$ cat config.mk
export PLATFORM = sky130hd
export DESIGN_NAME = ata_pio_seq
export DESIGN_NICKNAME = d
export VERILOG_FILES = /design/src/rtl/ata_pio_pkg.sv /design/src/rtl/ata_delay_cnt.sv /design/src/rtl/ata_prog_step.sv /design/src/rtl/ata_pio_seq.sv
export SDC_FILE = /design/constraint.sdc
export NUM_CORES = 1
export LEC_CHECK = 0
export ABC_AREA = 1
export BUFFER_PORTS_ARGS = -buffer_cell sky130_fd_sc_hd__buf_2
export CAP_MARGIN = 40
export CORE_MARGIN = 3
export CORE_UTILIZATION = 35
export DETAILED_ROUTE_END_ITERATION = 8
export PLACE_DENSITY = 0.62
export SLEW_MARGIN = 40
export SYNTH_ARGS = -nofsm -noshare
export SYNTH_HDL_FRONTEND = slang
export SYNTH_SLANG_ARGS = --single-unit
$ cat constraint.sdc
create_clock -name clk -period 3.2 [get_ports clk]
set_clock_uncertainty 0.2 [all_clocks]
set_input_delay 0.96 -clock clk [delete_from_list [all_inputs] [get_ports clk]]
set_output_delay 0.96 -clock clk [all_outputs]
set_load 0.01 [all_outputs]
$ cat src/rtl/ata_pio_pkg.sv
package ata_pio_pkg;

    typedef enum logic [1:0] {
        OP_READ   = 2'd0,
        OP_NODATA = 2'd1,
        OP_SRST   = 2'd2,
        OP_ALT    = 2'd3
    } op_e;

    typedef struct packed {
        op_e         op;
        logic [7:0]  command;
        logic [7:0]  device;
        logic [7:0]  feature;
        logic [15:0] count;
        logic [47:0] lba;
    } cmd_t;

    typedef struct packed {
        logic [3:0] addr;
        logic [7:0] data;
    } regwr_t;

    typedef enum logic [4:0] {
        S_IDLE, S_PRE, S_POLL_A, S_SRST_ON, S_SRST_HOLD, S_SRST_OFF, S_POST,
        S_CTL, S_RD_DEV, S_WR_DEV, S_SETTLE, S_PROG, S_POLL_B, S_BURST,
        S_CHK, S_DONE, S_FAIL
    } state_e;

    localparam logic [3:0] A_DATA = 4'h0;
    localparam logic [3:0] A_FEAT = 4'h1;
    localparam logic [3:0] A_CNT  = 4'h2;
    localparam logic [3:0] A_LO   = 4'h3;
    localparam logic [3:0] A_MID  = 4'h4;
    localparam logic [3:0] A_HI   = 4'h5;
    localparam logic [3:0] A_DEV  = 4'h6;
    localparam logic [3:0] A_STAT = 4'h7;
    localparam logic [3:0] A_DCTL = 4'hA;

    localparam logic [7:0] DCTL_RUN   = 8'h0A;
    localparam logic [7:0] DCTL_RESET = 8'h0E;

    localparam int BSY_BIT    = 7;
    localparam int DRQ_BIT    = 3;
    localparam int SEL_BIT    = 4;
    localparam int PROG_STEPS = 10;

    // Cycles for a wait given in microseconds, rounded up.
    function automatic int us_to_cycles(input int ticks_per_ms, input int us);
        return (ticks_per_ms * us + 999) / 1000;
    endfunction

endpackage

$ cat src/rtl/ata_delay_cnt.sv
module ata_delay_cnt #(
    parameter int W = 8
) (
    input  logic         clk,
    input  logic         rst,
    input  logic         load,
    input  logic [W-1:0] value,
    output logic         expired
);
    logic [W-1:0] cnt;

    always_ff @(posedge clk) begin
        if (rst)               cnt <= '0;
        else if (load)         cnt <= value;
        else if (cnt != '0)    cnt <= cnt - 1'b1;
    end

    assign expired = (cnt == '0);
endmodule

$ cat src/rtl/ata_prog_step.sv
module ata_prog_step
    import ata_pio_pkg::*;
(
    input  cmd_t       cmd,
    input  logic [3:0] step,
    output regwr_t     wr
);
    // Pairs go previous (high) byte first, current byte second.
    always_comb begin
        case (step)
            4'd0:    wr = '{addr: A_FEAT, data: cmd.feature};
            4'd1:    wr = '{addr: A_CNT,  data: cmd.count[15:8]};
            4'd2:    wr = '{addr: A_CNT,  data: cmd.count[7:0]};
            4'd3:    wr = '{addr: A_LO,   data: cmd.lba[31:24]};
            4'd4:    wr = '{addr: A_LO,   data: cmd.lba[7:0]};
            4'd5:    wr = '{addr: A_MID,  data: cmd.lba[39:32]};
            4'd6:    wr = '{addr: A_MID,  data: cmd.lba[15:8]};
            4'd7:    wr = '{addr: A_HI,   data: cmd.lba[47:40]};
            4'd8:    wr = '{addr: A_HI,   data: cmd.lba[23:16]};
            default: wr = '{addr: A_STAT, data: cmd.command};
        endcase
    end
endmodule

$ cat src/rtl/ata_pio_seq.sv
module ata_pio_seq
    import ata_pio_pkg::*;
#(
    parameter int TICKS_PER_MS   = 50000,
    parameter int TIMEOUT_MS     = 32000,
    parameter int SETTLE_MS      = 50,
    parameter int PRE_RESET_MS   = 2,
    parameter int POST_RESET_MS  = 2,
    parameter int RESET_PULSE_US = 5,
    parameter int WORDS          = 256
) (
    input  logic        clk,
    input  logic        rst,
    input  logic        start,
    input  logic [1:0]  op,
    input  logic [7:0]  command,
    input  logic [7:0]  device,
    input  logic [7:0]  feature,
    input  logic [15:0] count,
    input  logic [47:0] lba,
    output logic        busy,
    output logic        done,
    output logic        error,
    output logic [3:0]  bus_addr,
    output logic        bus_wr,
    output logic        bus_rd,
    output logic [7:0]  bus_wdata,
    input  logic [15:0] bus_rdata,
    output logic        word_valid,
    output logic [15:0] word_data
);
    localparam int TMO_CYC    = TICKS_PER_MS * TIMEOUT_MS;
    localparam int SETTLE_CYC = TICKS_PER_MS * SETTLE_MS;
    localparam int PRE_CYC    = TICKS_PER_MS * PRE_RESET_MS;
    localparam int POST_CYC   = TICKS_PER_MS * POST_RESET_MS;
    localparam int PULSE_CYC  = us_to_cycles(TICKS_PER_MS, RESET_PULSE_US);
    localparam int DLY_MAX    = (SETTLE_CYC > PRE_CYC)
                              ? ((SETTLE_CYC > POST_CYC) ? SETTLE_CYC : POST_CYC)
                              : ((PRE_CYC > POST_CYC) ? PRE_CYC : POST_CYC);
    localparam int DLY_W      = $clog2(DLY_MAX + PULSE_CYC + 1);
    localparam int TMO_W      = $clog2(TMO_CYC + 1);
    localparam int WCNT_W     = $clog2(WORDS);

    state_e             st, nxt;
    cmd_t               cmd_q;
    logic               old_sel;
    logic [3:0]         step;
    logic [WCNT_W-1:0]  wcnt;
    regwr_t             step_wr;
    logic               dly_load, dly_exp, tmo_load, tmo_exp;
    logic [DLY_W-1:0]   dly_val;
    logic               st_bsy, st_drq;

    ata_delay_cnt #(.W(DLY_W)) u_dly (
        .clk(clk), .rst(rst), .load(dly_load), .value(dly_val), .expired(dly_exp)
    );

    ata_delay_cnt #(.W(TMO_W)) u_tmo (
        .clk(clk), .rst(rst), .load(tmo_load), .value(TMO_W'(TMO_CYC)), .expired(tmo_exp)
    );

    ata_prog_step u_step (.cmd(cmd_q), .step(step), .wr(step_wr));

    assign st_bsy = bus_rdata[BSY_BIT];
    assign st_drq = bus_rdata[DRQ_BIT];

    always_comb begin
        nxt        = st;
        dly_load   = 1'b0;
        dly_val    = '0;
        tmo_load   = 1'b0;
        bus_addr   = A_STAT;
        bus_wr     = 1'b0;
        bus_rd     = 1'b0;
        bus_wdata  = '0;
        word_valid = 1'b0;
        case (st)
            S_IDLE: if (start) begin
                if (op_e'(op) == OP_SRST) begin
                    nxt = S_PRE; dly_load = 1'b1; dly_val = DLY_W'(PRE_CYC);
                end else begin
                    nxt = S_POLL_A; tmo_load = 1'b1;
                end
            end
            S_PRE: if (dly_exp) begin nxt = S_POLL_A; tmo_load = 1'b1; end
            S_POLL_A: begin
                bus_rd = 1'b1;
                if (!st_bsy)      nxt = (cmd_q.op == OP_SRST) ? S_SRST_ON : S_CTL;
                else if (tmo_exp) nxt = S_FAIL;
            end
            S_SRST_ON: begin
                bus_addr = A_DCTL; bus_wr = 1'b1; bus_wdata = DCTL_RESET;
                nxt = S_SRST_HOLD; dly_load = 1'b1; dly_val = DLY_W'(PULSE_CYC);
            end
            S_SRST_HOLD: if (dly_exp) nxt = S_SRST_OFF;
            S_SRST_OFF: begin
                bus_addr = A_DCTL; bus_wr = 1'b1; bus_wdata = DCTL_RUN;
                nxt = S_POST; dly_load = 1'b1; dly_val = DLY_W'(POST_CYC);
            end
            S_POST: if (dly_exp) begin nxt = S_POLL_B; tmo_load = 1'b1; end
            S_CTL: begin
                bus_addr = A_DCTL; bus_wr = 1'b1; bus_wdata = DCTL_RUN;
                nxt = S_RD_DEV;
            end
            S_RD_DEV: begin bus_addr = A_DEV; bus_rd = 1'b1; nxt = S_WR_DEV; end
            S_WR_DEV: begin
                bus_addr = A_DEV; bus_wr = 1'b1; bus_wdata = cmd_q.device;
                if (old_sel != cmd_q.device[SEL_BIT]) begin
                    nxt = S_SETTLE; dly_load = 1'b1; dly_val = DLY_W'(SETTLE_CYC);
                end else begin
                    nxt = S_PROG;
                end
            end
            S_SETTLE: if (dly_exp) nxt = S_PROG;
            S_PROG: begin
                bus_addr = step_wr.addr; bus_wr = 1'b1; bus_wdata = step_wr.data;
                if (step == 4'(PROG_STEPS - 1)) begin nxt = S_POLL_B; tmo_load = 1'b1; end
            end
            S_POLL_B: begin
                bus_rd = 1'b1;
                if (!st_bsy) begin
                    if (cmd_q.op == OP_READ) nxt = st_drq ? S_BURST : S_FAIL;
                    else                     nxt = S_DONE;
                end else if (tmo_exp) begin
                    nxt = S_FAIL;
                end
            end
            S_BURST: begin
                bus_addr = A_DATA; bus_rd = 1'b1; word_valid = 1'b1;
                if (wcnt == WCNT_W'(WORDS - 1)) nxt = S_CHK;
            end
            S_CHK: begin bus_rd = 1'b1; nxt = st_drq ? S_FAIL : S_DONE; end
            S_DONE:  nxt = S_IDLE;
            S_FAIL:  nxt = S_IDLE;
            default: nxt = S_IDLE;
        endcase
    end

    always_ff @(posedge clk) begin
        if (rst) begin
            st      <= S_IDLE;
            cmd_q   <= '0;
            old_sel <= 1'b0;
            step    <= '0;
            wcnt    <= '0;
        end else begin
            st <= nxt;
            if (st == S_IDLE && start)
                cmd_q <= '{op: op_e'(op), command: command, device: device,
                           feature: feature, count: count, lba: lba};
            if (st == S_RD_DEV) old_sel <= bus_rdata[SEL_BIT];
            step <= (st == S_PROG) ? step + 1'b1 : '0;
            wcnt <= (st == S_BURST) ? wcnt + 1'b1 : '0;
        end
    end

    assign busy      = (st != S_IDLE);
    assign done      = (st == S_DONE);
    assign error     = (st == S_FAIL);
    assign word_data = bus_rdata;
endmodule

Word-level counts from Yosys, hierarchy flattened
Cells that the tools add are included.
{ "classes": {"add_sub_neg": 4, "muxes": 40, "eq_ne": 36, "n_bitwise": 2, "n_reduce_logical": 22} }
{ "ops": {"columns": ["cell", "n"], "rows": [
  ["11-bit one-hot mux with 9 select lines", 1],
  ["22-bit one-hot mux with 4 select lines", 1],
  ["5-bit one-hot mux with 15 select lines", 1],
  ["22-bit two-way mux", 3],
  ["5-bit two-way mux", 13],
  ["31-bit two-way mux", 2],
  ["5-bit by 4-bit == test with 1-bit output (second input constant)", 8],
  ["17-bit two-way mux", 2],
  ["8-bit one-hot mux with 4 select lines", 1],
  ["31-bit zero test", 1],
  ["31-bit nonzero test", 1],
  ["31-bit by 1-bit subtractor with 31-bit output (second input constant)", 1],
  ["22-bit zero test", 1],
  ["22-bit nonzero test", 1],
  ["22-bit by 1-bit subtractor with 22-bit output (second input constant)", 1],
  ["5-bit by 3-bit == test with 1-bit output (second input constant)", 4],
  ["4-bit by 3-bit == test with 1-bit output (second input constant)", 4],
  ["4-bit one-hot mux with 4 select lines", 1],
  ["2-bit inequality test (second input constant)", 7],
  ["2-bit OR reduction", 7],
  ["1-bit two-way mux", 11],
  ["5-bit by 2-bit == test with 1-bit output (second input constant)", 2],
  ["5-bit OR reduction", 2],
  ["8-bit by 1-bit adder with 8-bit output (second input constant)", 1],
  ["other kinds (21)", 27]
]} }
{ "word_totals": {"output_inout_bits": 34, "inputBits": 109, "elab_cells": 117, "register_bits": 161} }

Logic depth before layout (Yosys ltp)
{ "depth": {"depth_word": 5, "mapped_depth": 12, "mapped_depth_nobuf": 12} }

Cells and area by module
From an unflattened synthesis, not the netlist that was laid out.
{ "hier_totals": {"cells_unflattened": 1408, "hier_area_um2": 9253.9} }
{ "modules_own_cells": {"columns": ["module", "n_inst", "cells_each", "seq_area_each_um2", "area_per_inst_um2"], "rows": [
  ["ata_pio_seq", 1, 650, 2162.1, 4693.3],
  ["ata_delay_cnt at u_tmo", 1, 353, 620.6, 2170.8],
  ["ata_delay_cnt at u_dly", 1, 239, 440.4, 1619.1],
  ["ata_prog_step", 1, 166, 0.0, 770.7]
]} }

Worst setup path after synthesis
OpenSTA, ideal clock, no wires.
{ "synth_timing": {"kind": "register to output", "from": "register step[0]", "to": "output bus_wdata[0]", "stages_incl_launch_ff": 10, "arrival_ns": 1.564, "required_time_ns": 2.040, "path_slack_ns": 0.476, "path_buffers": 0, "path_cell_list": "dfxtp_1 inv_1 ha_1 inv_1 nor2_2 nor3_1 nand3_1 inv_2 a21oi_1 o21ai_1"} }
{ "synth_between": {"elab_chain_cells": 3, "elab_cells_between_ends": 11, "cone_classes": "eq/ne: 8; mux: 2; reduce/logical: 1"} }
{ "synth_rtl": {"columns": ["item", "line_no", "source"], "rows": [
  ["start, declared", "ata_pio_seq.sv:47", "logic [3:0] step;"],
  ["start signal, assigned", "ata_pio_seq.sv:152", "step <= (st == S_PROG) ? step + 1'b1 : '0;"],
  ["4-bit == test, or another cell as far along", "ata_prog_step.sv:10", "case (step)"],
  ["11-bit one-hot mux with 9 select lines *", "ata_prog_step.sv:10", null],
  ["8-bit one-hot mux with 4 select lines *", "ata_pio_seq.sv:77", "case (st)"],
  ["end, declared", "ata_pio_seq.sv:27", "output logic [7:0] bus_wdata,"]
]} }
Every way passes the cells marked *; elsewhere a longest branch is shown, timed or not.

Worst setup path in the final report
{ "layout_timing": {"from": "register step[3]", "to": "output bus_wdata[2]"} }
The elaborated chain is that of the path after synthesis.

==> flow_summary.toml <==
[run_status]
status = "finished with violations"
violations = "setup timing"

[placement]
port-buffer-count = 116
place_ws_ps = 69.9
dp_hpwl_mm = 17.0
routabilityCongestion = 0.938
placedCellCount = 1608

[synthesis]
syn-cell-area_um2 = 8170
ys_top_cells_by_area = "dfxtp_1, nor2_1, nand2_1, o21ai_0, nand3_1"
syn_nets = 1338
synth_seq_cells = 161
synth_warnings = 0
yosysSeqAreaShare_pct = 39.5
synth_top_cell_area_share_pct = 39.5
netlist_instances = 1222
avgSynthCellArea_um2 = 6.68
synthDistinctLibCells = 39
synth_top_area_cell = "dfxtp_1"

[setup_path]
path_class = "flip-flop to output pin"
path_cells = "clkinvlp_4 > nand2_4 > nor2_4 > nor3_4 > nand3_2 > clkinv_4 > nand2_2 > nand4_1 > nand2_1 > nand2_1 > buf_2"
critical_path.top_delay_family = "simple AND/OR/NAND/NOR gates"
required_ps = 2040
worst_setup_path_start_kind = "flip-flop"
setup.worst_path.end_class = "output pin"
crit_top_cell = "nand2_1"
path_buf_inv = 3
critical_path.slowest_cell = "dfxtp_4"
cp_max_fo = 8
critPathArrivalTime_ps = 2160
slowest_delay_ps = 380

[layout]
area_delta_synth_final_pct = 22.1
register_area_um2 = 3240
multi_input_area_um2 = 4540
fin_nets = 1446
final.fill_count = 2310
layout-drive-gt1-share_pct = 21.6
instances_no_fill = 1659

[clock_tree]
clkSlewWorstSetupHoldPaths_ps = 70
cts_sinks = 161
cts_tree = "yes"
clk_latency_ps = 430
clk_root_buffer_cell = "clkbuf_16"
cts_max_path_buffers = 2
cts_made_buffers = 17
htreeDepth = 4

[floorplanning]
fp.dieH_um = 159
start_util_pct = 35.9
core_um2 = 22800
dieArea_um2 = 25200
ios = 143
num_rows = 55
chipWidth_um = 159

[global_route]
grt_pass1_vias = 7690
grt_usage_pct = 18.7
grt_first_pass_wirelength_mm = 38.9
antenna_found_initial = 2
grt-ovfl-total = 0
grt_max_degree = 60

[route]
routedWlPerCell_um = 14.4
drt_iter0_drc = 624
via_per_inst = 4.91
vias = 8143
firstDrtPassIters = 7
drt-total-wl_mm = 24.0
ant_nets = 0
drc = 0

[sta]
period_share_pct = 104
drv_slew = 0
max_freq_mhz = 301
setup_ws_ps = -118
hold_viol_final = 0
fin_tns_setup_ps = -696
tightest_slew_ps = 618
setup_viol = 11
relSlewSlack_pct = 58.7
post-route-min-period_ps = 3320
rsz0062_at_grt = "true"

[power_and_ir_drop]
ir_worst_vdd_v = 0.000397
p_seq_share_pct = 34.2
leakage_uw = 0.00456
p_switching_uw = 4220
netSwitchingFraction_pct = 44.5
p_comb_share_pct = 43.5
intPower_uw = 5270
p_clk_share_pct = 22.2
fin_total_pwr_uw = 9490
powerDensity_nw_per_um2 = 952

[min_path]
min_path_type = "flip-flop to flip-flop"

[run]
drv_cap = 0
## placed cells by master (no fill, tap or decap), drive strengths merged, types with 3 or more instances in the layout
master    count
a21oi        49
a22o          8
a31oi         4
buf         143
clkbuf       17
clkinv        7
clkinvlp      3
dfxtp       161
diode         3
ha            7
inv          86
nand2       246
nand3        55
nand3b        3
nand4        24
nor2        353
nor3         18
nor3b         3
o21ai       109
or2           6
xnor2        19
xor2         16
## Yosys cell counts
cell type and number:
a21o_1 1, a21oi_1 45, a21oi_2 4, a22o_1 8, a31o_2 1, a31oi_1 4, buf_2 18, buf_4 17
buf_6 5, clkbuf_1 16, clkinv_1 1, dfxtp_1 161, ha_1 7, inv_1 67, inv_2 13, inv_4 1
nand2_1 237, nand2_2 7, nand2_4 2, nand3_1 52, nand3_2 2, nand3_4 1, nand3b_1 3, nand4_1 23
nand4_2 1, nor2_1 332, nor2_2 16, nor2_4 3, nor3_1 17, nor3_2 1, nor3b_1 3, nor4_1 1
o211ai_1 1, o21ai_0 103, o21ai_1 6, o22ai_1 1, or2_2 6, xnor2_1 19, xor2_1 16
## cell type report
class,instances,area share (%)
Antenna cell,3,0.0753
Clock buffer,17,4.27
Clock inverter,15,1.93
Multi-Input combinational cell,925,45.6
Tap cell,313,3.93
Timing Repair Buffer,143,8.37
Inverter,82,3.38
Sequential cell,161,32.5
## cell families (layout without fill, tap and decap cells)
group | count (synthesis) | after routing | synth area share (%)
simple gates | 707 | 709 | 36.4
compound gates | 174 | 174 | 11.4
flops | 161 | 161 | 39.5
buf+inv | 138 | 257 | 7.89
xor+xnor | 35 | 35 | 3.75
fa+ha+maj | 7 | 7 | 1.07
other cells | 0 | 3 | 0
## routing by layer
layer  GRT usage, %  part of all wire, %  vias to the layer above
met5              0                    0                        -
met4           5.49                  2.0                        0
met3           3.94                  6.5                       34
met2           29.3                   44                      296
met1           26.0                   47                     3678
li1               -                    -                     4135
## registers in the layout, indices dropped and copies added (netlist names)
name / flops
st: 5
wcnt: 8
cmd_q: 90
u_tmo.cnt: 31
u_dly.cnt: 22
old_sel: 1
step: 4
## per-stage QoR
step                hold slack, ps  area, µm²  utilization (%)
detailed placement             243       8930             39.2
floorplan                      218       8170                -
global placement               233       8930             39.2
CTS                            253       9800             43.0
global route                   284       9970             43.8
finish                         253       9970             43.8
## repair_timing
action / CTS / global route
setup endpoints to repair: 11 / 13
cloned: 2 / 0
setup buffers: 8 / 6
hold buffers: 0 / 0
gates resized for setup: 56 / 33
pin swaps: 16 / 9
## power by group through the flow
stage,Sequential [µW],Clock [µW],Combinational [µW]
finish,3250,2110,4130
global route,3330,2230,4750
CTS,3230,2140,4100
detailed placement,3270,0,4040
global placement,3280,0,4020
floorplan,3070,0,3290
## worst reg2reg max path, cell delays in order (launching register included)
cell	delay, ps
dfxtp_1	390
inv_1	110
ha_1	210
nand3_2	160
nor2_2	280
nand4_2	320
inv_2	170
a21oi_2	90
nand2_2	310
nor2_1	100
## final timing paths
kind                      from            to  slack, ps  cells past startpoint
setup / recovery       step[3]  bus_wdata[2]       -120                     11
hold / removal         wcnt[0]       wcnt[0]        250                      1
setup reg to reg  u_dly.cnt[0]  u_tmo.cnt[4]        740                      9
hold reg to reg        wcnt[0]       wcnt[0]        250                      1
No activity file was read; power rests on OpenSTA's default activity.
